`config.mk`:
```
export PLATFORM = sky130hd
export DESIGN_NAME = seg_scan_driver
export DESIGN_NICKNAME = d
export VERILOG_FILES = /design/src/rtl/segscan_pkg.sv /design/src/rtl/segscan_ctrl.sv /design/src/rtl/segscan_datapath.sv /design/src/rtl/seg_scan_driver.sv
export SDC_FILE = /design/constraint.sdc
export NUM_CORES = 1
export LEC_CHECK = 0
export CORE_ASPECT_RATIO = 2
export CORE_UTILIZATION = 40
export DETAILED_ROUTE_END_ITERATION = 10
export SYNTH_ARGS = -nofsm -noshare
export SYNTH_HDL_FRONTEND = slang
export SYNTH_SLANG_ARGS = --single-unit
```
`constraint.sdc`:
```
create_clock -name clk -period 1.9 [get_ports clk]
set_clock_uncertainty 0.1 [all_clocks]
set_input_delay 0.19 -clock clk [delete_from_list [all_inputs] [get_ports clk]]
set_output_delay 0.19 -clock clk [all_outputs]
set_load 0.01 [all_outputs]
```
`src/rtl/segscan_pkg.sv`:
```
`timescale 1ns/1ps
package segscan_pkg;

  // strobes from the scan control to the output datapath
  typedef struct packed {
    logic loadSeg;   // capture the selected digit's pattern onto the bus
    logic lightOn;   // pull the selected digit's cathode low
    logic darkOn;    // release every cathode
  } scanStrobe_t;

  typedef enum logic [1:0] {
    ST_LOAD  = 2'd0,  // first cycle after reset: load digit 0
    ST_BLANK = 2'd1,  // all dark, bus already holds the next pattern
    ST_LIT   = 2'd2   // one cathode low, dwell counting
  } scanState_t;

endpackage

```
`src/rtl/segscan_ctrl.sv`:
```
`timescale 1ns/1ps
module segscan_ctrl
  import segscan_pkg::*;
#(
  parameter int NUM_DIGITS   = 4,
  parameter int DWELL_CYCLES = 50000,
  localparam int IDX_W = (NUM_DIGITS > 1) ? $clog2(NUM_DIGITS) : 1,
  localparam int CNT_W = (DWELL_CYCLES > 1) ? $clog2(DWELL_CYCLES) : 1
) (
  input  logic             clk,
  input  logic             rst,
  output scanStrobe_t      strobe,
  output logic [IDX_W-1:0] selIdx
);

  scanState_t       state;
  logic [IDX_W-1:0] scanIdx;
  logic [IDX_W-1:0] nextIdx;
  logic [CNT_W-1:0] dwellCnt;
  logic             lastTick;

  always_comb begin
    lastTick = (state == ST_LIT) && (dwellCnt == CNT_W'(DWELL_CYCLES - 1));
    nextIdx  = (scanIdx == IDX_W'(NUM_DIGITS - 1)) ? '0 : scanIdx + 1'b1;
    strobe.loadSeg = (state == ST_LOAD) || lastTick;
    strobe.darkOn  = lastTick;
    strobe.lightOn = (state == ST_BLANK);
    selIdx = lastTick ? nextIdx : scanIdx;
  end

  always_ff @(posedge clk) begin
    if (rst) begin
      state    <= ST_LOAD;
      scanIdx  <= '0;
      dwellCnt <= '0;
    end else begin
      case (state)
        ST_LOAD: state <= ST_BLANK;
        ST_BLANK: begin
          state    <= ST_LIT;
          dwellCnt <= '0;
        end
        ST_LIT: begin
          if (lastTick) begin
            state    <= ST_BLANK;
            scanIdx  <= nextIdx;
            dwellCnt <= '0;
          end else begin
            dwellCnt <= dwellCnt + 1'b1;
          end
        end
        default: state <= ST_LOAD;
      endcase
    end
  end

  // dwell counter never runs past the programmed length
  assert_dwell_bound_R4: assert property (@(posedge clk) disable iff (rst)
    int'(dwellCnt) < DWELL_CYCLES);

  // scan index stays on a real digit
  assert_idx_range_R6: assert property (@(posedge clk) disable iff (rst)
    int'(scanIdx) < NUM_DIGITS);

  // index only advances by one or wraps to zero
  assert_idx_step_R6: assert property (@(posedge clk) disable iff (rst)
    (scanIdx != $past(scanIdx)) |->
      ((scanIdx == '0) || (int'(scanIdx) == int'($past(scanIdx)) + 1)));

endmodule

```
`src/rtl/segscan_datapath.sv`:
```
`timescale 1ns/1ps
module segscan_datapath
  import segscan_pkg::*;
#(
  parameter int NUM_DIGITS = 4,
  parameter int SEG_W      = 8,
  localparam int IDX_W = (NUM_DIGITS > 1) ? $clog2(NUM_DIGITS) : 1
) (
  input  logic                  clk,
  input  logic                  rst,
  input  logic                  wrEn,
  input  logic [IDX_W-1:0]      wrAddr,
  input  logic [SEG_W-1:0]      wrData,
  input  scanStrobe_t           strobe,
  input  logic [IDX_W-1:0]      selIdx,
  output logic [SEG_W-1:0]      segOut,
  output logic [NUM_DIGITS-1:0] cathN
);

  logic [SEG_W-1:0] segRegs [NUM_DIGITS];

  for (genvar g = 0; g < NUM_DIGITS; g++) begin : g_digit
    always_ff @(posedge clk) begin
      if (rst)
        segRegs[g] <= '0;
      else if (wrEn && (wrAddr == IDX_W'(g)))
        segRegs[g] <= wrData;
    end
  end

  always_ff @(posedge clk) begin
    if (rst) begin
      segOut <= '0;
      cathN  <= '1;
    end else begin
      if (strobe.loadSeg)
        segOut <= segRegs[selIdx];
      if (strobe.darkOn)
        cathN <= '1;
      else if (strobe.lightOn)
        cathN <= ~(NUM_DIGITS'(1) << selIdx);
    end
  end

  // never more than one digit lit
  assert_single_digit_R3: assert property (@(posedge clk) disable iff (rst)
    $onehot0(~cathN));

  // bus frozen while a digit is lit
  assert_bus_frozen_R7: assert property (@(posedge clk) disable iff (rst)
    (cathN != '1) |-> $stable(segOut));

  // a newly lit digit is always preceded by an all-dark cycle
  assert_dark_gap_R5: assert property (@(posedge clk) disable iff (rst)
    ((cathN != '1) && (cathN != $past(cathN))) |-> ($past(cathN) == '1));

endmodule

```
`src/rtl/seg_scan_driver.sv`:
```
`timescale 1ns/1ps
module seg_scan_driver
  import segscan_pkg::*;
#(
  parameter int NUM_DIGITS   = 4,
  parameter int SEG_W        = 8,
  parameter int DWELL_CYCLES = 50000,
  localparam int IDX_W = (NUM_DIGITS > 1) ? $clog2(NUM_DIGITS) : 1
) (
  input  logic                  clk,
  input  logic                  rst,
  input  logic                  wrEn,
  input  logic [IDX_W-1:0]      wrAddr,
  input  logic [SEG_W-1:0]      wrData,
  output logic [SEG_W-1:0]      segOut,
  output logic [NUM_DIGITS-1:0] cathN
);

  scanStrobe_t      strobe;
  logic [IDX_W-1:0] selIdx;

  segscan_ctrl #(
    .NUM_DIGITS  (NUM_DIGITS),
    .DWELL_CYCLES(DWELL_CYCLES)
  ) u_ctrl (
    .clk   (clk),
    .rst   (rst),
    .strobe(strobe),
    .selIdx(selIdx)
  );

  segscan_datapath #(
    .NUM_DIGITS(NUM_DIGITS),
    .SEG_W     (SEG_W)
  ) u_dp (
    .clk   (clk),
    .rst   (rst),
    .wrEn  (wrEn),
    .wrAddr(wrAddr),
    .wrData(wrData),
    .strobe(strobe),
    .selIdx(selIdx),
    .segOut(segOut),
    .cathN (cathN)
  );

  // outputs while in reset (checked on the edge after)
  assert_reset_dark_R1: assert property (@(posedge clk)
    $past(rst) |-> ((cathN == '1) && (segOut == '0)));

endmodule

```
==> impl_metrics.ini <==
[clock_tree]
htree_levels = 3
ctsHoldBuffers = 0
clk_latency_ns = 0.32
clk_pin_slew_worst_paths_ns = 0.05
cts_tree = built
cts.sink_count = 64
clockBufferDepth = 2
cts_made_buffers = 9
clockRootBuffer = clkbuf_16

[floorplan]
die_area_mm2 = 0.00832
chipWidth_um = 65.0
rows = 45
start_util_pct = 41.5
pin_count = 25
die_h_um = 128
coreArea_mm2 = 0.00766

[sta]
setup_tns_ns = 0
min_period_over_period_pct = 97.7
final.min_clock_period_ns = 1.86
setup_viol = 0
relSlewSlack_pct = 46.7
tightest_slew_ns = 0.793
hold_slack_ns = 0.396
rsz0062_at_grt = true
maxSlewViolCount = 0
fmax_ghz = 0.539
finalHoldViolCount = 0

[place]
dp_hpwl_mm = 5.27
io_buffers = 24
gp_congestion = 0.769

[critical_path]
required_ns = 2.02
critPathKind = reg -> reg
arrival_ns = 1.97
end_kind = register
path_max_fanout = 4
start_kind = register

[synthesis]
yosysWarnings = 0
synth_async_sr_flop_share_pct = 0
ys_seq_elements = 64
synth_compound_area_share_pct = 6.70
syn-instance-count = 262
synthMuxAreaShare_pct = 14.8
syn-num-nets = 282
post_synth.cell_area_avg_um2 = 12.1
synth_edf_count = 32
syn-cell-area_mm2 = 0.00317
synthFlopType = edfxtp_1
synthAdderAreaFrac_pct = 2.76
synthSimpleGateAreaFrac_pct = 19.7
ys_seq_area_share_pct = 50.5
yosysUniqueCellTypes = 42
synth_top_family_by_area = simple AND/OR/NAND/NOR gates
synth_xor_area_share_pct = 3.04

[global_route]
grt_use_met2_pct = 37.1
busiest_layer = met2
grt_pass1_vias = 2317
antenna_found_initial = 0
globalRouteOverflowTotal = 0
use_met1_pct = 16.8
grt_max_degree = 15
globalRouteTotalUtil_pct = 18.7
use_met3_pct = 4.80
grt_pass1_wl_mm = 11.3

[min_path]
hold_class = reg -> reg

[cells_and_area]
drive_gt1_share_pct = 25.2
seq_area_mm2 = 0.00160
fin_util_pct = 53.2
multi_input_area_mm2 = 0.00152
fin_nets = 345
syn_to_final_growth_pct = 28.4
nFillCells = 697
antenna_cells = 0

[route]
first_pass_iters = 4
vias_per_cell = 5.22
drtIter0Drc = 115
drt-total-wl_mm = 6.72
route.detailed.drc = 0
ant_nets = 0
avgRoutedWirePerCell_um = 15.9
vias = 2213

[run]
maxCapViolCount = 0

[power_and_ir_drop]
peakVddDrop_uv = 607
power.density_mw_per_mm2 = 882
power.leakage_nw = 1.48
design_power_total_mw = 3.59

[outcome]
status = completed
-- sequential cells by signal (all words and copies together) (netlist names) --
register,cells
u_dp.segOut,8
u_dp.cathN,4
u_ctrl.scanIdx,2
u_ctrl.state,2
u_dp.segRegs,32
u_ctrl.dwellCnt,16
-- final cells by class --
| class | count | area share [%] |
|---|---|---|
| Multi-Input combinational cell | 180 | 37.2 |
| Tap cell | 94 | 2.89 |
| Timing Repair Buffer | 63 | 13.7 |
| Inverter | 7 | 0.645 |
| Clock buffer | 11 | 5.71 |
| Clock inverter | 5 | 0.583 |
| Sequential cell | 64 | 39.3 |
-- worst max-delay path, cell delays in order (launching register included) --
cell and delay, ns:
dfxtp_1 0.32, inv_1 0.06, ha_1 0.35, nand4_1 0.21, nor4_1 0.48, xnor2_1 0.19, nor2_2 0.04
-- metal layers --
layer	part of all wire [%]	up-vias	wire, µm
li1	-	1095	-
met1	34	1069	2250
met4	2.0	0	135
met5	0	-	0
met3	2.8	10	186
met2	62	39	4150
-- cells in the mapped netlist, types with 3 or more instances --
cell type | instances | share of area [%]
o21ai_0 | 6 | 0.95
clkbuf_1 | 5 | 0.59
mux4_2 | 16 | 11
mux2i_1 | 11 | 3.5
edfxtp_1 | 32 | 30
inv_1 | 7 | 0.83
xnor2_1 | 9 | 2.5
nand3_1 | 5 | 0.79
dfxtp_1 | 32 | 20
nor2_1 | 20 | 2.4
and2_1 | 33 | 6.5
nand2_1 | 18 | 2.1
nand3b_1 | 4 | 0.95
ha_1 | 7 | 2.8
a21oi_1 | 3 | 0.47
nor3_1 | 5 | 0.79
o2bb2ai_1 | 8 | 2.2
nor4_1 | 6 | 1.2
nand4_1 | 5 | 0.99
-- power by group --
part / internal (mW) / switching (mW)
Clock: 0.868 / 0.565
Combinational: 0.295 / 0.265
Sequential: 1.55 / 0.0502
-- worst paths after layout --
kind                                 startpoint                  end  slack (ns)  depth (start not counted)
worst max-delay path            u_ctrl.state[0]  u_ctrl.dwellCnt[10]        0.04                          6
worst min-delay path              u_dp.cathN[2]        u_dp.cathN[2]        0.40                          2
worst max register to register  u_ctrl.state[0]  u_ctrl.dwellCnt[10]        0.04                          6
worst min register to register    u_dp.cathN[2]        u_dp.cathN[2]        0.40                          2
-- cell usage in the layout, fill, tap and decap left out, types with 2 or more instances in the layout --
master           netlist  final
ha_1                   7      6
buf_4                  1     37
nor4_1                 6      3
nand3_1                5      5
nor3_1                 5      5
and2_1                33     32
nor4_2                 0      3
clkinv_2               0      4
xor2_1                 2      2
nand2_1               18     18
nand3b_1               4      4
xnor2_1                9      9
inv_1                  7      7
nor2_2                 2      2
clkdlybuf4s50_1        0     24
nand4_1                5      5
clkbuf_16              0      9
mux2i_1               11     11
nor2_1                20     20
buf_12                 0      2
clkbuf_1               5      2
nand4b_1               2      2
a21oi_1                3      3
dfxtp_1               32     32
edfxtp_1              32     32
nor3b_1                2      2
o21ai_0                6      6
o2bb2ai_1              8      8
mux4_2                16     16
o31ai_1                2      2
-- timing repair --
action,in CTS,in global routing
endpoints found under the setup margin,8,15
buffers inserted,0,1
resized for setup,1,2
pin swaps,0,2
-- kinds of logic (layout without fill, tap and decap cells) --
kind of cell             Yosys count  after routing
AO/OA/AOI/OAI                     26             26
adder cells (fa/ha/maj)            7              7
AND/OR/NAND/NOR                  109            109
flip-flops                        64             64
multiplexers                      27             27
buffers and inverters             18             86
XOR/XNOR                          11             11
-- per-stage QoR --
step / worst slack, ns / instance area (µm²) / cells
after floorplan: -0.00976 / 3200 / 262
after global placement: -0.0334 / 3810 / 407
after global routing: -0.0533 / 4080 / 424
after detailed placement: -0.0662 / 3810 / 407
final: 0.0442 / 4080 / 424
after CTS: 0.00871 / 4060 / 423
Power figures use the tool's default switching activity.
